## src/rtl/acc_alu_pkg.sv

```systemverilog
package acc_alu_pkg;

    localparam int DATA_W = 8;
    localparam int NIB_W  = 4;
    localparam int OP_W   = 5;
    localparam int FLAG_N = 4;

    typedef enum logic [OP_W-1:0] {
        OP_ADD = 5'd0,
        OP_ADC = 5'd1,
        OP_SUB = 5'd2,
        OP_SBC = 5'd3,
        OP_DAA = 5'd4,
        OP_AND = 5'd5,
        OP_OR  = 5'd6,
        OP_XOR = 5'd7,
        OP_CPL = 5'd8,
        OP_RL  = 5'd9,
        OP_RR  = 5'd10,
        OP_RLC = 5'd11,
        OP_RRC = 5'd12,
        OP_INC = 5'd13,
        OP_DEC = 5'd14,
        OP_SZ  = 5'd15,
        OP_SNZ = 5'd16,
        OP_SIZ = 5'd17,
        OP_SDZ = 5'd18
    } alu_op_e;

    typedef enum logic [2:0] {
        SRC_A,
        SRC_B,
        SRC_ADD,
        SRC_BIT,
        SRC_DEC
    } res_src_e;

    typedef enum logic [2:0] {
        SKP_NONE,
        SKP_B_ZERO,
        SKP_B_NONZERO,
        SKP_SUM_ZERO
    } skip_kind_e;

    localparam int F_C  = 0;
    localparam int F_AC = 1;
    localparam int F_Z  = 2;
    localparam int F_OV = 3;

    localparam logic [FLAG_N-1:0] UPD_NONE = 4'b0000;
    localparam logic [FLAG_N-1:0] UPD_C    = 4'b0001;
    localparam logic [FLAG_N-1:0] UPD_Z    = 4'b0100;
    localparam logic [FLAG_N-1:0] UPD_ALL  = 4'b1111;

endpackage

```

## src/rtl/acc_alu_adder.sv

```systemverilog
module acc_alu_adder #(
    parameter int W  = 8,
    parameter int NW = 4
) (
    input  logic [W-1:0] x_i,
    input  logic [W-1:0] y_i,
    input  logic         cin_i,
    output logic [W-1:0] sum_o,
    output logic         nib_c_o,
    output logic         msb_cin_o,
    output logic         c_o
);
    localparam int MW = W - 1 - NW;

    logic [NW:0] lo_part;
    logic [MW:0] mid_part;
    logic [1:0]  top_part;

    always_comb begin
        lo_part  = {1'b0, x_i[NW-1:0]} + {1'b0, y_i[NW-1:0]} + (NW+1)'(cin_i);
        mid_part = {1'b0, x_i[W-2:NW]} + {1'b0, y_i[W-2:NW]} + (MW+1)'(lo_part[NW]);
        top_part = {1'b0, x_i[W-1]} + {1'b0, y_i[W-1]} + 2'(mid_part[MW]);
    end

    assign sum_o     = {top_part[0], mid_part[MW-1:0], lo_part[NW-1:0]};
    assign nib_c_o   = lo_part[NW];
    assign msb_cin_o = mid_part[MW];
    assign c_o       = top_part[1];

    // the segmented carry chain must agree with a single wide add
    logic [W:0] whole_sum;
    always_comb begin
        whole_sum = {1'b0, x_i} + {1'b0, y_i} + (W+1)'(cin_i);
        a_r1_chain_matches_wide_add: assert (whole_sum == {c_o, sum_o})
            else $error("R1 chain sum mismatch");
    end

endmodule

```

## src/rtl/acc_alu_bitops.sv

```systemverilog
module acc_alu_bitops
    import acc_alu_pkg::*;
#(
    parameter int W = 8
) (
    input  alu_op_e      op_i,
    input  logic [W-1:0] a_i,
    input  logic [W-1:0] b_i,
    input  logic         c_i,
    output logic [W-1:0] res_o,
    output logic         c_o
);
    always_comb begin
        res_o = b_i;
        c_o   = c_i;
        case (op_i)
            OP_AND: res_o = a_i & b_i;
            OP_OR:  res_o = a_i | b_i;
            OP_XOR: res_o = a_i ^ b_i;
            OP_CPL: res_o = ~b_i;
            OP_RL:  res_o = {b_i[W-2:0], b_i[W-1]};
            OP_RR:  res_o = {b_i[0], b_i[W-1:1]};
            OP_RLC: begin
                res_o = {b_i[W-2:0], c_i};
                c_o   = b_i[W-1];
            end
            OP_RRC: begin
                res_o = {c_i, b_i[W-1:1]};
                c_o   = b_i[0];
            end
            default: res_o = b_i;
        endcase
    end

    always_comb begin
        // a plain rotate neither gains nor loses set bits
        if (op_i == OP_RL || op_i == OP_RR) begin
            a_r7_rotate_keeps_ones: assert ($countones(res_o) == $countones(b_i))
                else $error("R7 rotate changed bit count");
        end
        // rotation through carry conserves the nine-bit population
        if (op_i == OP_RLC || op_i == OP_RRC) begin
            a_r8_carry_rotate_conserves: assert (($countones(res_o) + 32'(c_o)) ==
                                                 ($countones(b_i) + 32'(c_i)))
                else $error("R8 carry rotate lost a bit");
        end
    end

endmodule

```

## src/rtl/acc_alu_decadj.sv

```systemverilog
module acc_alu_decadj #(
    parameter int W  = 8,
    parameter int NW = 4
) (
    input  logic [W-1:0] a_i,
    input  logic         c_i,
    input  logic         ac_i,
    output logic [W-1:0] res_o,
    output logic         c_o
);
    localparam logic [NW-1:0] DIGIT_MAX = NW'(9);
    localparam logic [W-1:0]  LO_FIX    = W'(6);
    localparam logic [W-1:0]  HI_FIX    = W'(6) << NW;

    logic         fix_lo;
    logic         fix_hi;
    logic [W-1:0] adj;
    logic [W:0]   adj_sum;

    always_comb begin
        fix_lo  = (a_i[NW-1:0] > DIGIT_MAX) || ac_i;
        fix_hi  = (a_i[W-1:NW] > DIGIT_MAX) || c_i;
        adj     = (fix_lo ? LO_FIX : '0) | (fix_hi ? HI_FIX : '0);
        adj_sum = {1'b0, a_i} + {1'b0, adj};
    end

    assign res_o = adj_sum[W-1:0];
    assign c_o   = c_i | adj_sum[W];

    // the result moves away from a only by one of the four correction steps
    logic [W-1:0] step;
    always_comb begin
        step = res_o - a_i;
        a_r10_adjust_step_legal: assert (step == '0 || step == LO_FIX ||
                                         step == HI_FIX || step == (LO_FIX | HI_FIX))
            else $error("R10 illegal decimal correction");
    end

endmodule

```

## src/rtl/acc_alu.sv

```systemverilog
module acc_alu
    import acc_alu_pkg::*;
(
    input  logic [7:0] a_i,
    input  logic [7:0] b_i,
    input  logic       c_i,
    input  logic       ac_i,
    input  logic [4:0] op_i,
    output logic [7:0] res_o,
    output logic       c_o,
    output logic       ac_o,
    output logic       z_o,
    output logic       ov_o,
    output logic [3:0] upd_o,
    output logic       skip_o
);
    alu_op_e    op;
    res_src_e   sel;
    skip_kind_e skip_kind;

    logic [DATA_W-1:0] add_x, add_y, add_sum, bit_res, dec_res;
    logic              add_cin, add_nib_c, add_msb_cin, add_c;
    logic              bit_c, dec_c;
    logic [FLAG_N-1:0] mask;
    logic              c_raw;

    assign op = alu_op_e'(op_i);

    // operation decode: adder operands, result source, flag mask, skip kind
    always_comb begin
        add_x     = a_i;
        add_y     = b_i;
        add_cin   = 1'b0;
        sel       = SRC_A;
        mask      = UPD_NONE;
        skip_kind = SKP_NONE;
        unique case (op)
            OP_ADD: begin sel = SRC_ADD; mask = UPD_ALL; end
            OP_ADC: begin sel = SRC_ADD; mask = UPD_ALL; add_cin = c_i; end
            OP_SUB: begin sel = SRC_ADD; mask = UPD_ALL; add_y = ~b_i; add_cin = 1'b1; end
            OP_SBC: begin sel = SRC_ADD; mask = UPD_ALL; add_y = ~b_i; add_cin = c_i; end
            OP_DAA: begin sel = SRC_DEC; mask = UPD_C; end
            OP_AND, OP_OR, OP_XOR, OP_CPL: begin sel = SRC_BIT; mask = UPD_Z; end
            OP_RL, OP_RR:   sel = SRC_BIT;
            OP_RLC, OP_RRC: begin sel = SRC_BIT; mask = UPD_C; end
            OP_INC: begin
                sel = SRC_ADD; mask = UPD_Z;
                add_x = b_i; add_y = '0; add_cin = 1'b1;
            end
            OP_DEC: begin
                sel = SRC_ADD; mask = UPD_Z;
                add_x = b_i; add_y = '1; add_cin = 1'b0;
            end
            OP_SZ:  begin sel = SRC_B; skip_kind = SKP_B_ZERO; end
            OP_SNZ: begin sel = SRC_B; skip_kind = SKP_B_NONZERO; end
            OP_SIZ: begin
                sel = SRC_ADD; skip_kind = SKP_SUM_ZERO;
                add_x = b_i; add_y = '0; add_cin = 1'b1;
            end
            OP_SDZ: begin
                sel = SRC_ADD; skip_kind = SKP_SUM_ZERO;
                add_x = b_i; add_y = '1; add_cin = 1'b0;
            end
            default: begin sel = SRC_A; mask = UPD_NONE; end
        endcase
    end

    acc_alu_adder #(.W(DATA_W), .NW(NIB_W)) adder_i (
        .x_i       (add_x),
        .y_i       (add_y),
        .cin_i     (add_cin),
        .sum_o     (add_sum),
        .nib_c_o   (add_nib_c),
        .msb_cin_o (add_msb_cin),
        .c_o       (add_c)
    );

    acc_alu_bitops #(.W(DATA_W)) bitops_i (
        .op_i  (op),
        .a_i   (a_i),
        .b_i   (b_i),
        .c_i   (c_i),
        .res_o (bit_res),
        .c_o   (bit_c)
    );

    acc_alu_decadj #(.W(DATA_W), .NW(NIB_W)) decadj_i (
        .a_i   (a_i),
        .c_i   (c_i),
        .ac_i  (ac_i),
        .res_o (dec_res),
        .c_o   (dec_c)
    );

    // result and raw carry selection
    always_comb begin
        unique case (sel)
            SRC_ADD: begin res_o = add_sum; c_raw = add_c; end
            SRC_BIT: begin res_o = bit_res; c_raw = bit_c; end
            SRC_DEC: begin res_o = dec_res; c_raw = dec_c; end
            SRC_B:   begin res_o = b_i;     c_raw = c_i;   end
            default: begin res_o = a_i;     c_raw = c_i;   end
        endcase
    end

    // skip decision
    always_comb begin
        unique case (skip_kind)
            SKP_B_ZERO:    skip_o = (b_i == '0);
            SKP_B_NONZERO: skip_o = (b_i != '0);
            SKP_SUM_ZERO:  skip_o = (add_sum == '0);
            default:       skip_o = 1'b0;
        endcase
    end

    // masked flag outputs
    assign upd_o = mask;
    assign c_o   = mask[F_C]  & c_raw;
    assign ac_o  = mask[F_AC] & add_nib_c;
    assign z_o   = mask[F_Z]  & (res_o == '0);
    assign ov_o  = mask[F_OV] & (add_msb_cin ^ add_c);

    always_comb begin
        // an addition overflow needs like-signed operands and a sign flip
        if ((op == OP_ADD || op == OP_ADC) && ov_o) begin
            a_r4_ov_sign_flip: assert (a_i[DATA_W-1] == b_i[DATA_W-1] &&
                                       res_o[DATA_W-1] != a_i[DATA_W-1])
                else $error("R4 overflow without sign flip");
        end
        // a reported zero flag always comes with a zero result
        if (z_o) begin
            a_r5_zero_means_zero: assert (res_o == '0)
                else $error("R5 zero flag on nonzero result");
        end
        // only the four test operations may request a skip
        if (skip_o) begin
            a_r11_skip_only_tests: assert (op_i >= OP_SZ && op_i <= OP_SDZ && upd_o == UPD_NONE)
                else $error("R11 skip from non-test op");
        end
        // reserved codes pass the accumulator and stay quiet
        if (op_i > OP_SDZ) begin
            a_r12_reserved_quiet: assert (upd_o == UPD_NONE && !skip_o && res_o == a_i &&
                                          !c_o && !ac_o && !z_o && !ov_o)
                else $error("R12 reserved opcode not quiet");
        end
    end

endmodule

```

## config.mk

```make
export PLATFORM = sky130hd
export DESIGN_NAME = acc_alu
export DESIGN_NICKNAME = d
export VERILOG_FILES = /design/src/rtl/acc_alu_pkg.sv /design/src/rtl/acc_alu_adder.sv /design/src/rtl/acc_alu_bitops.sv /design/src/rtl/acc_alu_decadj.sv /design/src/rtl/acc_alu.sv
export SDC_FILE = /design/constraint.sdc
export NUM_CORES = 1
export LEC_CHECK = 0
export BUFFER_PORTS_ARGS = -buffer_cell sky130_fd_sc_hd__clkbuf_2
export CORE_MARGIN = 2
export CORE_UTILIZATION = 60
export DETAILED_ROUTE_END_ITERATION = 8
export PLACE_DENSITY = 0.8
export SYNTH_ARGS = -nofsm -noshare
export SYNTH_HDL_FRONTEND = slang
export SYNTH_SLANG_ARGS = --single-unit
```

## constraint.sdc

```tcl
create_clock -name vclk -period 8.3
set_input_delay 0.415 -clock vclk [all_inputs]
set_output_delay 0.415 -clock vclk [all_outputs]
set_load 0.005 [all_outputs]
```

Yosys cells after proc, flatten, opt, wreduce, memory -nomap -nowiden. Cells that the tools add are included.

Register bits: 0. Input bits: 23.

Bitwise operators: 11. Reductions and logical operators: 20. $add $sub $neg: 7. Eq/ne operators: 25. Multiplexer cells: 13. $lt $le $gt $ge: 2.

Operator list (count): $pmux W8 S8 (1); $eq A5 B4 Y1 const B (8); $pmux W8 S4 (1); $logic_not A8 Y1 (3); $pmux W8 S3 (1); $eq A5 B3 Y1 const B (4); $or A8 B8 Y8 (2); $reduce_or A8 Y1 (2); $eq A5 B5 Y1 const B (3); $eq A3 B2 Y1 const B (4); $pmux W3 S4 (1); $pmux W4 S3 (1); $reduce_or A2 Y1 (6); $eq A5 B2 Y1 const B (2); $add A8 B8 Y9 (1); $and A8 B8 Y8 (1); $gt A4 B4 Y1 const B (2); $mux W8 (1); $not A8 Y8 (1); $reduce_bool A8 Y1 (1); $reduce_or A4 Y1 (2); $xor A8 B8 Y8 (1); $mux W7 (1); $eq A3 B1 Y1 const B (2); 19 further kinds (26).

Logic depth before layout (Yosys ltp). Gate-level depths: netlist (run 1).

Depth in word-level cells: 10. Mapped depth: 25. Depth with buffers taken out: 22.

Cells and area by module. A second synthesis (run 1) with hierarchy kept.

Cells, all modules: 355. Area, all modules: 2446.1 sq um.

By module, submodules not included: acc_alu (instances 1, cells each 191, area each 1162.4 sq um, sequential area each 0.0 sq um); acc_alu_bitops (instances 1, cells each 109, area each 800.8 sq um, sequential area each 0.0 sq um); acc_alu_adder (instances 1, cells each 30, area each 271.5 sq um, sequential area each 0.0 sq um); acc_alu_decadj (instances 1, cells each 25, area each 211.5 sq um, sequential area each 0.0 sq um).

Worst setup path after synthesis (run 1). OpenSTA, ideal clock, no wires.

Kind: in2out. Start point: input port op_i[3]. End point: output port z_o. Arrival time: 5.093 ns. Path buffers: 2. Stages on the path: 21. Required time: 7.885 ns. Path slack: 2.792 ns. Path through: buf_4 -> or3b_2 -> a21oi_1 -> clkbuf_1 -> a21oi_1 -> fa_1 -> fa_1 -> inv_1 -> a21o_1 -> a21oi_1 -> fa_1 -> inv_1 -> a21o_1 -> a21o_1 -> fa_1 -> o21bai_1 -> a21oi_1 -> a31o_1 -> a221oi_1 -> o221ai_1 -> nor4b_4.

Longest elaborated chain between the ends: 10. Elaborated cells between the ends (all ways): 50. Classes of those cells: add/sub (6); eq/ne (22); mux (7); bitwise (1); reduce/logical (14).

RTL lines: from (decl) (RTL line acc_alu.sv:8) `input logic [4:0] op_i,`; $eq A5 B5 Y1 (tied with other cells) (RTL line acc_alu.sv:37) `unique case (op)`; $reduce_or A2 Y1 (no line) / $reduce_or A4 Y1 (equally long branches); $pmux W8 S3 / $mux W8 (equally long branches) (RTL line acc_alu.sv:37); $add A4 B4 Y5 (RTL line acc_alu_adder.sv:20) `lo_part = {1'b0, x_i[NW-1:0]} + {1'b0, y_i[NW-1:0]} + (NW+1)'(cin_i);`; $add A5 B1 Y5 (RTL line acc_alu_adder.sv:20); $add A4 B1 Y4 (RTL line acc_alu_adder.sv:21) `mid_part = {1'b0, x_i[W-2:NW]} + {1'b0, y_i[W-2:NW]} + (MW+1)'(lo_part[NW]);`; $add A2 B1 Y2 (RTL line acc_alu_adder.sv:22) `top_part = {1'b0, x_i[W-1]} + {1'b0, y_i[W-1]} + 2'(mid_part[MW]);`; $pmux W8 S4 * (RTL line acc_alu.sv:97) `unique case (sel)`; named net res_o[7] (RTL line acc_alu.sv:9) `output logic [7:0] res_o,`; $logic_not A8 Y1 * (RTL line acc_alu.sv:120) `assign z_o = mask[F_Z] & (res_o == '0);`; $and A1 B1 Y1 * (RTL line acc_alu.sv:120); to (decl) (RTL line acc_alu.sv:12) `output logic z_o,`.

Mark *: on every way through the listed nets, which the timed path passes. The rest lies on a longest branch.

Worst setup path after layout (run 1).
Start point: input port op_i[4]. End point: output port z_o.

Longest elaborated chain between the ends: 10. Elaborated cells between the ends (all ways): 50. Classes of those cells: add/sub (6); eq/ne (22); mux (7); bitwise (1); reduce/logical (14).

RTL lines (RTL line): $eq A5 B5 Y1 (tied with other cells) (acc_alu.sv:37); $reduce_or A2 Y1 (no line) / $reduce_or A4 Y1 (equally long branches); $pmux W8 S3 / $mux W8 (equally long branches) (acc_alu.sv:37); $add A4 B4 Y5 (acc_alu_adder.sv:20); $add A5 B1 Y5 (acc_alu_adder.sv:20); $add A4 B1 Y4 (acc_alu_adder.sv:21); $add A2 B1 Y2 (acc_alu_adder.sv:22); $pmux W8 S4 (acc_alu.sv:97); $logic_not A8 Y1 (acc_alu.sv:120); $and A1 B1 Y1 * (acc_alu.sv:120).

Every way passes the cells marked *; elsewhere a longest branch is shown, timed or not.

==> flow_summary.toml, run 1 <==
[critical_path]
end_kind = "primary output"
critPathKind = "input port to primary output"
cp_slowest_cell = "a21oi_1"
cp_num_buf_inv = 4
cp_max_fo = 35
crit_path_cell_trace = "clkbuf_2 -> or3b_2 -> a21oi_1 -> a21oi_1 -> fa_1 -> fa_1 -> inv_1 -> a21o_1 -> a21oi_1 -> fa_1 -> inv_1 -> a21o_1 -> a21o_1 -> fa_1 -> o21bai_1 -> a21oi_1 -> a31o_1 -> a221oi_1 -> o221ai_1 -> nor4b_4 -> clkbuf_2"
cp_top_family = "compound AO/OA/AOI/OAI gates"
required_ps = 7890
worst_setup_path_start_kind = "input port"
max_stage_delay_ps = 760
arrival_ps = 6230

[timing]
fmax_mhz = 150
fin_setup_tns_ps = 0
rsz0062_at_grt = "no"
hold_violations = 0
setup_viol = 0
worst_pin_slew_ps = 957
drv_slew = 0
fin_crit_ps = 6650
worst_slew_margin_rel_pct = 36.2
finalCritPeriodShare_pct = 80.1

[floorplanning]
start_util_pct = 62.9
core_area_mm2 = 0.00372
die_w_um = 66.4
die_area_mm2 = 0.00441
chipHeight_um = 66.4
rows = 22
io-pin-count = 40

[global_routing]
grt_pass1_wl_um = 12500
antenna_found_initial = 0
grt_overflow_total = 0
grt_pass1_vias = 2511
grt_max_degree = 38
grt_util_all_layers_pct = 36.6

[routing]
route.detailed.drc = 0
vias = 2765
drtPass1Iterations = 5
routed_wl_um = 7900
wl_per_cell_um = 19.3
avgViaCountPerCell = 6.76
drt-initial-drc-count = 359
ant_nets = 0

[synthesis]
yosysUniqueCellTypes = 71
syn_area_mm2 = 0.00234
syn_inst = 353
syn_avg_cell_area_um2 = 6.62
yosysWarnings = 0
ys_seq_area_share_pct = 0
synth_nets = 407

[hold_path]
hold_start = "a_i[1]"
hold_path.class = "input port to primary output"
hold-path-endpoint = "res_o[1]"
hold-path-cell-count = 4

[placement]
place.gp.congestion = 1.02
port_buffers = 40
dp_cells = 409
dp_hpwl_um = 6070

[cts]
cts_setup_buffers = 0
cts_hold_buffers = 0
post_cts_resize_count = 0

[cells_and_area]
n_fill_cell = 384
regArea_um2 = 0
area_growth_pct = 3.53
instances_no_fill = 409
num_antenna_cells = 0
seq_cells = 0
num-nets-final = 417
drive_above_1_share_pct = 15.2
clkbuf_count = 0

[power_and_ir_drop]
leakage_uw = 0.00107
p_total_uw = 173
p_per_area_mw_per_mm2 = 71.5
ir_drop_mv = 0.0542

[run]
maxCapViolations = 0

[status]
status = "complete, no violations"
stage by stage:
stage | utilization (%) | setup slack, ps | hold WS [ps] | instance area, µm²
after floorplan | - | 2790 | 958 | 2340
after detailed placement | 65.1 | 1740 | 1200 | 2420
after CTS | 65.1 | 1730 | 1200 | 2420
after global placement | 65.1 | 1910 | 1200 | 2420
after global routing | 65.1 | 1190 | 1240 | 2420
final | 65.1 | 1650 | 1210 | 2420
cell families (layout without fill, tap and decap cells):
logic type / after synthesis / after routing / share of synthesized area [%]
buffers and inverters: 59 / 67 / 11.9
adder cells (fa/ha/maj): 31 / 31 / 18.5
AND/OR/NAND/NOR: 135 / 135 / 31.2
XOR/XNOR: 8 / 8 / 3.32
multiplexers: 4 / 4 / 1.77
AO/OA/AOI/OAI: 116 / 116 / 33.2
how the worst max path moves through the flow:
stage	startpoint	end	slack (ps)	cells past startpoint
floorplan	op_i[3]	z_o	2790	21
global placement	op_i[4]	z_o	1910	21
detailed placement	op_i[4]	z_o	1740	21
CTS	op_i[4]	z_o	1730	21
global route	op_i[4]	z_o	1190	21
finish	op_i[4]	z_o	1650	21
cell type report:
cell class | instances | area (µm²) | share of cell area (%)
multi-input combinational | 294 | 2060 | 85.1
inverter | 27 | 101 | 4.19
timing repair buffer | 40 | 200 | 8.27
tap | 48 | 60.1 | 2.48
cell usage after synthesis (all sizes together) (4+ instances only):
| cell | n | area share (%) |
|---|---|---|
| nand2b | 6 | 1.6 |
| buf | 21 | 5.8 |
| nor3 | 15 | 3.4 |
| a211oi | 5 | 1.8 |
| o22ai | 4 | 1.1 |
| a21oi | 37 | 8.1 |
| a22oi | 8 | 2.6 |
| nor2 | 33 | 5.3 |
| fa | 6 | 5.1 |
| o21ai | 23 | 5.1 |
| nor2b | 6 | 1.7 |
| nand2 | 35 | 5.6 |
| and3 | 4 | 1.5 |
| nand3b | 4 | 1.8 |
| xnor2 | 5 | 2.2 |
| nand3 | 4 | 0.86 |
| ha | 25 | 13 |
| clkbuf | 11 | 1.8 |
| nand4 | 6 | 1.6 |
| a21o | 6 | 1.9 |
| inv | 27 | 4.3 |
metal layers:
metal  wire (µm)  GRT usage, %  share of wire, %  up-vias
li1            -             -                 -     1307
met1        3310          48.7                42     1245
met2        3430          57.8                43      182
met3         820          5.96                10       31
met4         338          15.6               4.3        0
met5           0             0                 0        -
power breakdown:
group / switching [µW] / internal [µW] / leakage, µW
sequential: 0 / 0 / 0
combinational: 106 / 66.8 / 0.00107
clock: 0 / 0 / 0
total: 106 / 66.8 / 0.00107
cell usage in the layout (no fill, tap or decap), drive strengths merged, types with 2 or more instances in the layout:
master / n
clkbuf: 40
a21oi: 37
nand2: 35
nor2: 33
inv: 27
ha: 25
o21ai: 23
nor3: 15
a22oi: 8
nand2b: 6
a21o: 6
nand4: 6
fa: 6
nor2b: 6
xnor2: 5
a211oi: 5
o22ai: 4
nand3: 4
nand3b: 4
and3: 4
nor3b: 3
xor2: 3
mux2i: 3
o221ai: 3
a31oi: 3
o21bai: 3
nor4: 3
or2: 3
or3b: 2
and2: 2
a222oi: 2
and4: 2
a32oi: 2
o2111a: 2
o2bb2ai: 2
nor4bb: 2
a311oi: 2
(Power assumes the default switching activity.)
==> inputs of run 2 (changes only) <==
- clock period: 8.3 -> 6.5 ns (I/O delays scaled with it)
==> run 2 against run 1 <==
Clock-buffer cell count is the same. Core utilization grew 1.0 points. Sequential share of layout area is the same. Final cell count grew 1.2%. Highest routed layer unchanged. Final area grew 1.6%. Non-clock buffer count grew 5. Worst hold slack lost 180 ps. Combinational power grew 30%.
==> flow_summary.toml, run 2 (synthesized netlist as in run 1, its figures left out) <==
[floorplanning]
die_area_mm2 = 0.00441
die_w_um = 66.4
core_area_mm2 = 0.00372
start_util_pct = 62.9
rows = 22
io-pin-count = 40
chipHeight_um = 66.4

[critical_path]
crit_start = "op_i[2]"
critPathKind = "input port to primary output"
required_ps = 6170
end_kind = "primary output"
critPathCapture = "z_o"
arrival_ps = 5590
worst_setup_path_start_kind = "input port"
cp_max_fo = 20

[placement]
dp_hpwl_um = 6230
place.gp.congestion = 1.03
dpl_cell_area_mm2 = 0.00246
port_buffers = 40
dp_cells = 414

[global_routing]
grt_pass1_wl_um = 12400
grt_overflow_total = 0
grt_pass1_vias = 2368
grt_util_all_layers_pct = 36.8
grt_max_degree = 30
antenna_found_initial = 0

[cells_and_area]
final_common_cell = "clkbuf_2"
clkbuf_count = 0
final_area_mm2 = 0.00246
layout_common_cells = "40 x clkbuf_2, 36 x a21oi_1, 35 x nand2_1, 33 x nor2_1, 27 x inv_1"
regArea_um2 = 0
num_antenna_cells = 0
instances_no_fill = 414
seq_cells = 0
num-nets-final = 422
drive_above_1_share_pct = 16.4
area_growth_pct = 5.14
n_fill_cell = 363
post-route-util_pct = 66.1
multi_input_area_mm2 = 0.00206

[timing]
worst_slew_margin_rel_pct = 46.5
worst_pin_slew_ps = 801
fin_setup_tns_ps = 0
finalCritPeriodShare_pct = 90.9
drv_slew = 0
setup_viol = 0
fmax_mhz = 169
rsz0062_at_grt = "no"
hold_violations = 0
fin_crit_ps = 5910

[routing]
drtPass1Iterations = 7
wl_per_cell_um = 19.3
routed_wl_um = 8010
route.detailed.drc = 0
vias = 2799
ant_nets = 0
drt-initial-drc-count = 458
avgViaCountPerCell = 6.76

[cts]
cts_setup_buffers = 0
post_cts_resize_count = 0
cts_hold_buffers = 0

[hold_path]
hold_path.class = "input port to primary output"

[run]
maxCapViolations = 0

[status]
status = "complete, no violations"

[power_and_ir_drop]
leakage_uw = 0.00109
p_per_area_mw_per_mm2 = 91.5
ir_drop_mv = 0.0825
==> run 2: changes by cell type in the layout (fill, tap and decap cells not counted), sizes merged <==
cell / previous run / this run
buf: 0 / 5
==> run 2: area by class of cell <==
class | count | area share [%]
Timing Repair Buffer | 45 | 9.67
Multi-Input combinational cell | 294 | 83.8
Tap cell | 48 | 2.44
Inverter | 27 | 4.12
==> run 2: how the worst min path moves through the flow <==
stage,start,to,cells past startpoint
after floorplan,a_i[1],res_o[1],2
after global placement,a_i[1],res_o[1],4
after detailed placement,a_i[1],res_o[1],4
after CTS,a_i[1],res_o[1],4
after global routing,a_i[1],res_o[1],4
final,a_i[1],res_o[1],4
==> run 2: power by group <==
group	leakage [µW]	switching [µW]	internal [µW]	total, µW
clock network	0	0	0	0
registers	0	0	0	0
logic	0.00109	138	87.4	225
==> run 2: per-layer routing <==
layer | vias up | global-route usage (%) | routed length, µm
li1 | 1308 | - | -
met1 | 1284 | 50.9 | 3300
met2 | 179 | 56.5 | 3540
met3 | 28 | 5.62 | 822
met4 | 0 | 14.8 | 348
met5 | - | 0 | 0
==> run 2: worst max-delay path: stages <==
cell and delay (ps):
clkbuf_2 230, buf_4 260, nor3b_1 510, nand2_1 320, a21oi_1 220, nor2_1 50, o21ai_0 130, fa_1 280
fa_1 230, inv_1 50, a21o_1 160, a21oi_1 220, fa_1 200, inv_1 60, a21o_1 160, a21o_1 210
fa_1 500, o21bai_1 160, a21oi_1 80, a31o_1 190, a221oi_1 290, o221ai_1 260, nor4b_4 320, clkbuf_2 150
==> run 2: metrics by stage <==
| step | setup slack, ps | hold slack [ps] | total power [µW] |
|---|---|---|---|
| after global placement | 983 | 1020 | 214 |
| after detailed placement | 766 | 1020 | 216 |
| after global routing | 340 | 1080 | 242 |
| final | 589 | 1030 | 225 |
| after CTS | 739 | 1020 | 218 |
| after floorplan | 1170 | 778 | 154 |
==> inputs of run 3 (changes only) <==
- PLACE_DENSITY: 0.8 -> 0.92
- clock period: 6.5 -> 5.9 ns (I/O delays scaled with it)
==> run 3 against run 2 <==
Worst setup slack got worse by 170 ps. First-iteration DRC count is 6.1% higher. Flip-flop and latch count unchanged. Wire length up 0.29%. Global-route usage rose by 0.40 points. Non-clock buffer count up 5. Total power is 10% higher. Clock-buffer cell count stayed put. Die area is the same.
==> flow_summary.toml, run 3 (synthesized netlist as in run 1, its figures left out) <==
[critical_path]
crit_path_cell_trace = "clkbuf_2 -> buf_4 -> nor3b_1 -> nand2_1 -> a21oi_1 -> nor2_1 -> o21ai_0 -> fa_1 -> fa_1 -> inv_1 -> a21o_1 -> a21oi_1 -> fa_1 -> inv_1 -> a21o_1 -> a21o_1 -> fa_1 -> o21bai_1 -> a21oi_1 -> a31o_1 -> a221oi_1 -> o221ai_1 -> nor4b_4 -> clkbuf_2"
path_depth = 24
cp_num_buf_inv = 5
critPathKind = "input port to primary output"
arrival_ps = 5180
critPathCapture = "z_o"
required_ps = 5610
cp_max_fo = 21
cp_slowest_cell = "fa_1"
end_kind = "primary output"
crit_start = "op_i[2]"
cp_top_family = "adder cells"
crit_top_cell = "fa_1"
max_stage_delay_ps = 470
worst_setup_path_start_kind = "input port"

[global_routing]
grt_overflow_total = 0
grt_pass1_vias = 2567
grt_pass1_wl_um = 12800
grt_max_degree = 29
grt_util_all_layers_pct = 37.2
antenna_found_initial = 0

[floorplanning]
rows = 22
io-pin-count = 40
die_area_mm2 = 0.00441
chipHeight_um = 66.4
start_util_pct = 62.9
die_w_um = 66.4
core_area_mm2 = 0.00372

[timing]
fin_setup_tns_ps = 0
setup_viol = 0
hold_violations = 0
fmax_mhz = 183
rsz0062_at_grt = "no"
worst_slack_ps = 421
worst_slew_margin_rel_pct = 54.0
drv_slew = 0
finalCritPeriodShare_pct = 92.9
worst_pin_slew_ps = 686
fin_crit_ps = 5480

[hold_path]
hold_start = "a_i[1]"
hold_path.class = "input port to primary output"

[placement]
port_buffers = 40
dp_cells = 419
dpl_worst_slack_ps = 495
dp_hpwl_um = 6340
place.gp.congestion = 1.06

[routing]
vias = 2928
drtPass1Iterations = 7
route.detailed.drc = 0
drt-initial-drc-count = 486
wl_per_cell_um = 19.2
avgViaCountPerCell = 6.99
ant_nets = 0
routed_wl_um = 8030

[power_and_ir_drop]
ir_drop_mv = 0.0804
p_per_area_mw_per_mm2 = 99.5
p_total_uw = 248
leakage_uw = 0.00112

[cts]
cts_hold_buffers = 0
post_cts_resize_count = 0
cts_setup_buffers = 0

[cells_and_area]
final_common_cell = "clkbuf_2"
instances_no_fill = 419
num_antenna_cells = 0
n_fill_cell = 352
area_growth_pct = 6.75
clkbuf_count = 0
layout_common_cells = "40 x clkbuf_2, 36 x a21oi_1, 35 x nand2_1, 33 x nor2_1, 27 x inv_1"
drive_above_1_share_pct = 17.5
regArea_um2 = 0
seq_cells = 0
num-nets-final = 427

[status]
status = "complete, no violations"

[run]
maxCapViolations = 0
==> run 3: area by class of cell <==
cell class	instances	area, µm²	share of cell area, %
tap	48	60.1	2.41
inverter	27	101	4.06
multi-input combinational	294	2060	82.5
timing repair buffer	50	275	11.0
==> run 3: metal layers <==
metal / share of wire (%) / vias to the layer above / track usage (%) / wire, µm
met5: 0 / - / 0 / 0
met1: 39 / 1331 / 49.8 / 3100
met3: 12 / 51 / 5.79 / 1000
met2: 43 / 227 / 59.4 / 3490
met4: 5.5 / 0 / 14.3 / 444
li1: - / 1319 / - / -
==> run 3: worst min-delay path by stage <==
stage,endpoint,slack (ps),cells past startpoint
final,res_o[1],960,4
after global routing,res_o[1],1000,4
after CTS,res_o[1],960,4
after detailed placement,res_o[1],960,4
after global placement,res_o[1],960,4
after floorplan,res_o[1],720,2
==> run 3: per-stage QoR <==
| step | cell area (µm²) | hold WS [ps] | util (%) |
|---|---|---|---|
| 2_1_floorplan | 2340 | 718 | - |
| 3_3_place_gp | 2490 | 959 | 67.1 |
| 5_1_grt | 2490 | 1000 | 67.1 |
| 6_report | 2490 | 960 | 67.1 |
| 3_5_place_dp | 2490 | 962 | 67.1 |
| 4_1_cts | 2490 | 962 | 67.1 |
==> run 3: where the power goes <==
group | total [µW] | leakage [µW] | switching (µW) | internal, µW
registers | 0 | 0 | 0 | 0
logic | 248 | 0.00112 | 151 | 97.7
clock network | 0 | 0 | 0 | 0
total | 248 | 0.00112 | 151 | 97.7
